$ cat src/rtl/synth_cfg_pkg.sv
package synth_cfg_pkg;
  localparam int M_W   = 9;
  localparam int A_W   = 4;
  localparam int R_W   = 6;
  localparam int ENH_W = 8;
  localparam int BUS_W = 8;
  localparam int PRIM_W = 1 + M_W + A_W + R_W;
  localparam int R_LO   = 0;
  localparam int A_LO   = R_LO + R_W;
  localparam int M_LO   = A_LO + A_W;
  localparam int PRE_POS = M_LO + M_W;
  localparam int SYNC_STAGES = 2;

  typedef enum logic [1:0] {
    MODE_PARALLEL = 2'd0,
    MODE_SERIAL   = 2'd1,
    MODE_DIRECT   = 2'd2
  } cfgMode_e;

  typedef struct packed {
    cfgMode_e          mode;
    logic              shiftPrim;
    logic              shiftEnh;
    logic              shiftBit;
    logic              xfer;
    logic              wrM1;
    logic              wrM2;
    logic              wrA;
    logic              wrEnh;
    logic [BUS_W-1:0]  busByte;
  } cfgStrobe_t;
endpackage

$ cat src/rtl/synth_cfg_sync.sv
module synth_cfg_sync #(
  parameter int WIDTH  = 8,
  parameter int STAGES = 2
) (
  input  logic             clk,
  input  logic             rstN,
  input  logic [WIDTH-1:0] asyncIn,
  output logic [WIDTH-1:0] syncOut
);
  logic [WIDTH-1:0] chain [STAGES];

  always_ff @(posedge clk) begin
    if (!rstN) begin
      for (int s = 0; s < STAGES; s++) chain[s] <= '0;
    end else begin
      chain[0] <= asyncIn;
      for (int s = 1; s < STAGES; s++) chain[s] <= chain[s-1];
    end
  end

  assign syncOut = chain[STAGES-1];
endmodule

$ cat src/rtl/synth_cfg_ctrl.sv
module synth_cfg_ctrl
  import synth_cfg_pkg::*;
(
  input  logic              clk,
  input  logic              rstN,
  input  logic              modeDirect,
  input  logic              modeSerial,
  input  logic              serClk,
  input  logic              serData,
  input  logic              serLoadN,
  input  logic              serEnhSel,
  input  logic [BUS_W-1:0]  busData,
  input  logic              m1Wr,
  input  logic              m2Wr,
  input  logic              aWr,
  input  logic              hopWr,
  output cfgStrobe_t        strb
);
  localparam int CTL_W = 8;
  localparam int B_SCLK = 0, B_SDAT = 1, B_LOADN = 2, B_ENH = 3;
  localparam int B_M1 = 4, B_M2 = 5, B_A = 6, B_HOP = 7;

  logic [CTL_W-1:0] ctlRaw, ctlSync, ctlPrev, ctlRise;
  logic [BUS_W-1:0] busSync;
  cfgMode_e         mode;

  assign ctlRaw = {hopWr, aWr, m2Wr, m1Wr, serEnhSel, serLoadN, serData, serClk};

  synth_cfg_sync #(.WIDTH(CTL_W), .STAGES(SYNC_STAGES)) ctlSync_i (
    .clk(clk), .rstN(rstN), .asyncIn(ctlRaw), .syncOut(ctlSync));

  synth_cfg_sync #(.WIDTH(BUS_W), .STAGES(SYNC_STAGES)) busSync_i (
    .clk(clk), .rstN(rstN), .asyncIn(busData), .syncOut(busSync));

  always_ff @(posedge clk) begin
    if (!rstN) ctlPrev <= '0;
    else       ctlPrev <= ctlSync;
  end

  assign ctlRise = ctlSync & ~ctlPrev;

  always_comb begin
    if (modeDirect)      mode = MODE_DIRECT;
    else if (modeSerial) mode = MODE_SERIAL;
    else                 mode = MODE_PARALLEL;
  end

  always_comb begin
    logic isSer, isPar, serShift;
    isSer    = (mode == MODE_SERIAL);
    isPar    = (mode == MODE_PARALLEL);
    serShift = isSer && ctlRise[B_SCLK] && !ctlSync[B_LOADN];
    strb.mode      = mode;
    strb.shiftPrim = serShift && !ctlSync[B_ENH];
    strb.shiftEnh  = serShift &&  ctlSync[B_ENH];
    strb.shiftBit  = ctlSync[B_SDAT];
    strb.xfer      = (isSer && ctlRise[B_LOADN]) || ((isSer || isPar) && ctlRise[B_HOP]);
    strb.wrM1      = isPar && ctlRise[B_M1];
    strb.wrM2      = isPar && ctlRise[B_M2];
    strb.wrA       = isPar && ctlRise[B_A];
    strb.wrEnh     = isPar && ctlRise[B_ENH];
    strb.busByte   = busSync;
  end

  // the two serial targets never shift in the same cycle
  a_r3_one_target: assert property (@(posedge clk) disable iff (!rstN)
    !(strb.shiftPrim && strb.shiftEnh));
  // a direct-mode pin setting never yields a write strobe
  a_r1_direct_quiet: assert property (@(posedge clk) disable iff (!rstN)
    modeDirect |-> !(strb.wrM1 || strb.wrM2 || strb.wrA || strb.shiftPrim || strb.xfer));
endmodule

$ cat src/rtl/synth_cfg_dp.sv
module synth_cfg_dp
  import synth_cfg_pkg::*;
(
  input  logic              clk,
  input  logic              rstN,
  input  cfgStrobe_t        strb,
  input  logic              selSerial,
  input  logic              selParallel,
  input  logic [M_W-1:0]    directM,
  input  logic [A_W-1:0]    directA,
  input  logic              directPreN,
  output logic [M_W-1:0]    outM,
  output logic [A_W-1:0]    outA,
  output logic [R_W-1:0]    outR,
  output logic              outPreN,
  output logic [ENH_W-1:0]  outEnh
);
  localparam int M1_MBITS = BUS_W - 1;
  localparam int M2_MBITS = M_W - M1_MBITS;
  localparam int M2_RBITS = R_W - 4;
  localparam int A_RBITS  = BUS_W - A_W;

  logic [PRIM_W-1:0] primWord, secWord, activeWord;
  logic [ENH_W-1:0]  enhReg;
  logic              useSec;

  always_ff @(posedge clk) begin
    if (!rstN) begin
      primWord <= '0;
      secWord  <= '0;
      enhReg   <= '0;
    end else begin
      if (strb.shiftPrim) primWord <= {primWord[PRIM_W-2:0], strb.shiftBit};
      if (strb.wrM1) begin
        primWord[PRE_POS]           <= strb.busByte[BUS_W-1];
        primWord[M_LO +: M1_MBITS]  <= strb.busByte[M1_MBITS-1:0];
      end
      if (strb.wrM2) begin
        primWord[R_LO+A_RBITS +: M2_RBITS] <= strb.busByte[M2_MBITS +: M2_RBITS];
        primWord[M_LO+M1_MBITS +: M2_MBITS] <= strb.busByte[M2_MBITS-1:0];
      end
      if (strb.wrA) begin
        primWord[R_LO +: A_RBITS] <= strb.busByte[A_W +: A_RBITS];
        primWord[A_LO +: A_W]     <= strb.busByte[A_W-1:0];
      end
      if (strb.xfer) secWord <= primWord;
      if (strb.shiftEnh)   enhReg <= {enhReg[ENH_W-2:0], strb.shiftBit};
      else if (strb.wrEnh) enhReg <= strb.busByte[ENH_W-1:0];
    end
  end

  always_comb begin
    useSec     = (strb.mode == MODE_SERIAL) ? !selSerial : !selParallel;
    activeWord = useSec ? secWord : primWord;
    if (strb.mode == MODE_DIRECT) begin
      outM    = directM;
      outA    = directA;
      outR    = '0;
      outPreN = directPreN;
    end else begin
      outM    = activeWord[M_LO +: M_W];
      outA    = activeWord[A_LO +: A_W];
      outR    = activeWord[R_LO +: R_W];
      outPreN = activeWord[PRE_POS];
    end
  end
  assign outEnh = enhReg;

  // transfer captures the primary word as it stood
  a_r4_hop_copy: assert property (@(posedge clk) disable iff (!rstN)
    strb.xfer |=> secWord == $past(primWord));
  // a serial shift moves the word up by one and enters the new bit at bit 0
  a_r2_shift_order: assert property (@(posedge clk) disable iff (!rstN)
    strb.shiftPrim |=> primWord == {$past(primWord[PRIM_W-2:0]), $past(strb.shiftBit)});
  // enhancement shifting leaves the primary word alone
  a_r3_prim_held: assert property (@(posedge clk) disable iff (!rstN)
    (strb.shiftEnh && !strb.wrM1 && !strb.wrM2 && !strb.wrA) |=> $stable(primWord));
  // direct mode stores nothing
  a_r8_direct_hold: assert property (@(posedge clk) disable iff (!rstN)
    (strb.mode == MODE_DIRECT) |=> ($stable(primWord) && $stable(secWord)));
  // M1 strobe lands in prescaler enable and low M bits
  a_r6_m1_field: assert property (@(posedge clk) disable iff (!rstN)
    strb.wrM1 |=> primWord[PRE_POS] == $past(strb.busByte[BUS_W-1]));
  // enhancement byte only moves on a shift or write
  a_r7_enh_stable: assert property (@(posedge clk) disable iff (!rstN)
    !(strb.shiftEnh || strb.wrEnh) |=> $stable(enhReg));
endmodule

$ cat src/rtl/synth_cfg_if.sv
module synth_cfg_if
  import synth_cfg_pkg::*;
(
  input  logic              clk,
  input  logic              rstN,
  input  logic              modeDirect,
  input  logic              modeSerial,
  input  logic              serClk,
  input  logic              serData,
  input  logic              serLoadN,
  input  logic              serEnhSel,
  input  logic [BUS_W-1:0]  busData,
  input  logic              m1Wr,
  input  logic              m2Wr,
  input  logic              aWr,
  input  logic              hopWr,
  input  logic              selSerial,
  input  logic              selParallel,
  input  logic [M_W-1:0]    directM,
  input  logic [A_W-1:0]    directA,
  input  logic              directPreN,
  output logic [M_W-1:0]    outM,
  output logic [A_W-1:0]    outA,
  output logic [R_W-1:0]    outR,
  output logic              outPreN,
  output logic [ENH_W-1:0]  outEnh
);
  cfgStrobe_t strb;

  synth_cfg_ctrl ctrl_i (
    .clk(clk), .rstN(rstN), .modeDirect(modeDirect), .modeSerial(modeSerial),
    .serClk(serClk), .serData(serData), .serLoadN(serLoadN), .serEnhSel(serEnhSel),
    .busData(busData), .m1Wr(m1Wr), .m2Wr(m2Wr), .aWr(aWr), .hopWr(hopWr),
    .strb(strb));

  synth_cfg_dp dp_i (
    .clk(clk), .rstN(rstN), .strb(strb), .selSerial(selSerial),
    .selParallel(selParallel), .directM(directM), .directA(directA),
    .directPreN(directPreN), .outM(outM), .outA(outA), .outR(outR),
    .outPreN(outPreN), .outEnh(outEnh));
endmodule

$ cat config.mk
export PLATFORM = sky130hd
export DESIGN_NAME = synth_cfg_if
export DESIGN_NICKNAME = d
export VERILOG_FILES = /design/src/rtl/synth_cfg_pkg.sv /design/src/rtl/synth_cfg_sync.sv /design/src/rtl/synth_cfg_ctrl.sv /design/src/rtl/synth_cfg_dp.sv /design/src/rtl/synth_cfg_if.sv
export SDC_FILE = /design/constraint.sdc
export NUM_CORES = 1
export LEC_CHECK = 0
export BUFFER_PORTS_ARGS = -buffer_cell sky130_fd_sc_hd__buf_2
export CAP_MARGIN = 10
export CORE_MARGIN = 10
export CORE_UTILIZATION = 61
export CTS_CLUSTER_SIZE = 40
export DETAILED_ROUTE_END_ITERATION = 10
export PLACE_DENSITY = 0.87
export SETUP_SLACK_MARGIN = 0.3
export SLEW_MARGIN = 20
export SYNTH_ARGS = -nofsm -noshare
export SYNTH_HDL_FRONTEND = slang
export SYNTH_HIERARCHICAL = 1
export SYNTH_SLANG_ARGS = --single-unit
$ cat constraint.sdc
create_clock -name clk -period 3 [get_ports clk]
set_clock_uncertainty 0.05 [all_clocks]
set_input_delay 0.45 -clock clk [delete_from_list [all_inputs] [get_ports clk]]
set_output_delay 0.45 -clock clk [all_outputs]
set_load 0.05 [all_outputs]
==> flow_summary.toml, run 1 <==
[cts]
cts_setup_buffers = 0
h-tree-depth = 3
clockBufferDepth = 2
cts_tree = "built"
postCtsResizedCells = 0
numCtsBuffers = 9
clock_latency_ps = 340
path_clk_slew_ps = 80
cts_hold_buf = 0
cts_sinks = 87
cts_root_buffer = "clkbuf_8"

[layout]
final_common_cell = "dfxtp_1"
syn_to_final_growth_pct = 10.8
fillers = 508
area.sequential_mm2 = 0.00174
final_cells = 525
nets = 460
layout-drive-gt1-share_pct = 36.6
multi_input_area_mm2 = 0.00225
final_cell_mix = "dfxtp_1 (87), buf_2 (63), mux2i_1 (60), nand2b_1 (30)"
diodes = 0

[sta]
finalHoldViolations = 0
fin_crit_ps = 2510
period_share_pct = 83.5
setup_violations = 0
whs_ps = 277
relSlewSlack_pct = 60.7
final.setup.worst_slack_ps = 494
setup_tns_ps = 0
rsz0062_at_grt = "no"
clock.fmax_ghz = 0.399
drv_slew = 0
worstMarginPinSlew_ps = 590

[worst_setup_path]
crit_path_end_kind = "primary output"
critical_path_peak_fanout = 19
start_kind = "input pin"
crit_required_ps = 2500
crit_arrival_ps = 2010
crit_type = "input pin to primary output"
r2r_cells = 5

[placement]
port_buffers = 63
routabilityCongestion = 0.779
placedCellCount = 509
dp_hpwl_um = 5610
pre_cts_slack_ps = 506

[power]
power.total_w = 0.00233
combinationalPowerShare_pct = 13.1
pwr-share-clk_pct = 35.3
vdd_drop_max_uv = 353
powerDensity_mw_per_mm2 = 493
swShare_pct = 24.8
switching_power_w = 0.000578
p_leak_nw = 2.23
p_int_w = 0.00175
seq_power_share_pct = 51.6

[route]
drcViolationCount = 0
vias = 2836
finalWirelength_um = 8120
drt_first_pass_iters = 5
routed_via_density = 5.40
drt-initial-drc-count = 95
drtAntennaViolNets = 0
wire_per_inst_um = 15.5

[floorplan]
fp.dieH_um = 104
initial_core_util_pct = 62.8
core_mm2 = 0.00679
dieArea_mm2 = 0.0107
die_width_um = 104
io_pins = 64
rows = 30

[yosys]
ys_warn_count = 6
syn_area_mm2 = 0.00427
syn_nets = 419
ys_types = 27
ys_top_cells_by_area = "dfxtp_1 (41%), mux2i_1 (14%), mux2_2 (7.4%)"
ys_ff_latch = 87
yosysTopAreaCell = "dfxtp_1"
synth_top_area_share_pct = 40.8
syn_avg_cell_area_um2 = 11.1
ys_seq_area_share_pct = 40.8
syn_inst = 383

[global_routing]
overflow = 0
antenna_found_initial = 0
grt_pass1_vias = 2861
grt_pass1_wl_um = 13500
grt_max_degree = 87
groute.usage.overall_pct = 14.8

[run]
cap_violations = 0

[min_path]
hp-class = "input pin to flip-flop"
holdPathStages = 2

[status]
status = "complete, no violations"
[layer usage]
layer,track usage [%],part of all wire [%]
met1,18.9,50
met2,22.6,44
met3,4.96,5.3
met4,4.94,1.0
met5,0,0
[sequential cells by signal, summed over array words and instances (netlist names)]
register and flops:
dp_i/primWord 20, ctrl_i/busSync_i/chain 16, ctrl_i/ctlPrev 7, dp_i/secWord 20, ctrl_i/ctlSync_i/chain 16, dp_i/outEnh 8
[cells by family (layout without fill, tap and decap cells)]
family                    after synthesis  in the layout  share of synthesized area, %
and+or+nand+nor                       112            112                          17.9
muxes                                  88             88                          21.5
DFF                                    87             87                          40.8
AOI/OAI and AO/OA                      49             49                          12.0
buffers and inverters                  45             91                          6.98
xor gates and xnor gates                2              2                         0.850
[power groups by stage]
stage / combinational, W / sequential [W] / clock, W
6_report: 0.000304 / 0.00120 / 0.000823
5_1_grt: 0.000325 / 0.00121 / 0.000892
4_1_cts: 0.000307 / 0.00120 / 0.000840
3_5_place_dp: 0.000306 / 0.00123 / 0
3_3_place_gp: 0.000300 / 0.00123 / 0
2_1_floorplan: 0.000255 / 0.00122 / 0
[final timing paths]
check	from	endpoint	slack [ps]
worst max-delay path	modeDirect	outM[8]	490
worst min-delay path	busData[3]	ctrl_i/busSync_i/chain[0][3]$_SDFF_PN0_	280
worst max register to register	ctrl_i/ctlPrev[0]$_SDFF_PN0_	dp_i/primWord[8]$_SDFFE_PN0P_	1320
worst min register to register	ctrl_i/busSync_i/chain[0][4]$_SDFF_PN0_	ctrl_i/busSync_i/chain[0][12]$_SDFF_PN0_	390
[stage by stage]
step                      area [um2]  utilization, %
after floorplan                 4270               -
after global placement          4520            66.6
after detailed placement        4520            66.6
after CTS                       4730            69.6
after global routing            4730            69.6
final                           4730            69.6
[final cells by class]
type | count | share of cell area [%]
Inverter | 3 | 0.238
Sequential cell | 87 | 36.8
Clock inverter | 3 | 0.846
Multi-Input combinational cell | 251 | 47.6
Timing Repair Buffer | 72 | 8.36
Clock buffer | 13 | 3.57
Tap cell | 96 | 2.54
[cell usage after synthesis (all sizes together)]
cell type / number
xor2: 1
nor2: 1
mux2i: 60
clkbuf: 9
nand2b: 31
xnor2: 1
and2: 39
mux2: 28
dfxtp: 87
buf: 33
inv: 3
nor4b: 3
nor4: 3
o211a: 28
a221oi: 14
nor3b: 14
nor2b: 21
o22ai: 6
a32o: 1
[worst max-delay path, stage by stage]
cell,delay (ps)
buf_2,100
nand2b_2,200
inv_2,320
nor2b_4,500
a221oi_1,170
buf_2,250
Power figures use the tool's default switching activity.
==> inputs of run 2 (changes only) <==
Settings changed: CORE_UTILIZATION 61 to 51, PLACE_DENSITY 0.87 to 0.77.
Clock period 3 ns to 2.3 ns, I/O delays scaled along.
==> flow_summary.toml, run 2 (synthesis results as in run 1) <==
[layout]
diodes = 0
final_common_cell = "dfxtp_1"
syn_to_final_growth_pct = 19.8
top_regs = "dp_i/primWord: 20 flops, dp_i/secWord: 20 flops"
fillers = 646
layout-drive-gt1-share_pct = 40.3
final_cell_mix = "dfxtp_1 (87), mux2i_1 (60), buf_2 (41), nand2b_1 (29), buf_4 (29)"
stdcell_area_mm2 = 0.00511
nets = 470

[global_routing]
use_met1_pct = 16.8
overflow = 0
grt_max_degree = 83
grtUsageMet2_pct = 21.9
grt-busiest-layer = "met2"
antenna_found_initial = 0
grt_pass1_wl_um = 14500
grt_util_met3_pct = 3.60
grt_pass1_vias = 3044
groute.usage.overall_pct = 13.6

[sta]
worstMarginPinSlew_ps = 407
rsz0062_at_grt = "yes"
setup_tns_ps = 0
fin_crit_ps = 1980
drv_slew = 0
setup_violations = 0
relSlewSlack_pct = 72.8
clock.fmax_ghz = 0.505
period_share_pct = 86.1
finalHoldViolations = 0

[run]
cap_violations = 0

[power]
vdd_drop_max_uv = 398
swShare_pct = 25.9
switching_power_w = 0.000814
p_leak_nw = 2.34
combinationalPowerShare_pct = 15.6
powerDensity_mw_per_mm2 = 614
seq_power_share_pct = 50.0
p_int_w = 0.00233
pwr-share-clk_pct = 34.4

[floorplan]
io_pins = 64
fp.dieH_um = 111
dieArea_mm2 = 0.0124
die_width_um = 111
core_mm2 = 0.00818
initial_core_util_pct = 52.2
rows = 33

[worst_setup_path]
critical_path_peak_fanout = 10
crit_path_end_kind = "primary output"
start_kind = "input pin"
crit_arrival_ps = 1580
crit_required_ps = 1900
crit_type = "input pin to primary output"

[route]
routed_via_density = 5.33
drtAntennaViolNets = 0
drt_first_pass_iters = 4
finalWirelength_um = 8690
vias = 2898
drcViolationCount = 0
wire_per_inst_um = 16.0
drt-initial-drc-count = 108

[placement]
routabilityCongestion = 0.769
post_dp_cell_area_mm2 = 0.00475
port_buffers = 63
dp_hpwl_um = 6230

[cts]
cts_root_buffer = "clkbuf_8"
h-tree-depth = 3
numCtsBuffers = 9
path_clk_slew_ps = 80
cts_sinks = 87
cts_hold_buf = 0
clockBufferDepth = 2
cts_tree = "built"
clock_latency_ps = 360

[status]
status = "complete, no violations"

[min_path]
hp-class = "input pin to flip-flop"
-- run 2: worst max-delay path, cell delays in order --
cell and delay, ps:
buf_2 110, nand2b_2 220, inv_4 120, xnor2_4 90, buf_12 160, a221oi_1 280
buf_4 250
-- run 2: final cells by class --
cell class,instances,area (um2),area share [%]
multi-input combinational,251,2420,47.4
timing repair buffer,82,591,11.6
inverter,3,13.8,0.269
sequential,87,1740,34.1
clock inverter,4,53.8,1.05
tap,105,131,2.57
clock buffer,12,155,3.04
-- run 2: worst paths after layout --
path                                                                from                                        to  slack, ps  depth (start not counted)
worst max-delay path                                          modeDirect                                   outM[8]        320                          7
worst min-delay path                                          busData[4]   ctrl_i/busSync_i/chain[0][4]$_SDFF_PN0_        160                          2
worst max register to register  ctrl_i/ctlSync_i/chain[0][11]$_SDFF_PN0_               dp_i/outEnh[4]$_SDFFE_PN0P_        610                          5
worst min register to register   ctrl_i/ctlSync_i/chain[0][3]$_SDFF_PN0_  ctrl_i/ctlSync_i/chain[0][11]$_SDFF_PN0_        380                          1
-- run 2: stage by stage --
| step | instances | utilization, % | hold slack, ps | setup WS, ps | total power, W |
|---|---|---|---|---|---|
| after floorplan | 383 | - | 362 | -165 | 0.00196 |
| after global routing | 544 | 62.5 | 149 | 290 | 0.00326 |
| final | 544 | 62.5 | 161 | 321 | 0.00314 |
| after detailed placement | 524 | 58.1 | 367 | 16.4 | 0.00206 |
| after CTS | 544 | 61.9 | 152 | 291 | 0.00316 |
| after global placement | 524 | 58.1 | 367 | 48.6 | 0.00205 |
-- run 2: per-layer routing --
| layer | share of wire, % | vias to the layer above |
|---|---|---|
| li1 | - | 1451 |
| met1 | 48 | 1375 |
| met2 | 46 | 63 |
| met3 | 4.4 | 9 |
| met4 | 1.5 | 0 |
| met5 | 0 | - |
-- run 2: power by group through the flow --
stage | clock network [W] | logic, W | registers [W]
CTS | 0.00111 | 0.000482 | 0.00157
global route | 0.00117 | 0.000520 | 0.00157
finish | 0.00108 | 0.000491 | 0.00157
global placement | 0 | 0.000443 | 0.00160
floorplan | 0 | 0.000368 | 0.00159
detailed placement | 0 | 0.000450 | 0.00160
-- run 2: timing repair --
item,in CTS,in global routing
endpoints found under the setup margin,20,13
gates resized for setup,18,16
pin swaps,1,0
setup buffers,4,0
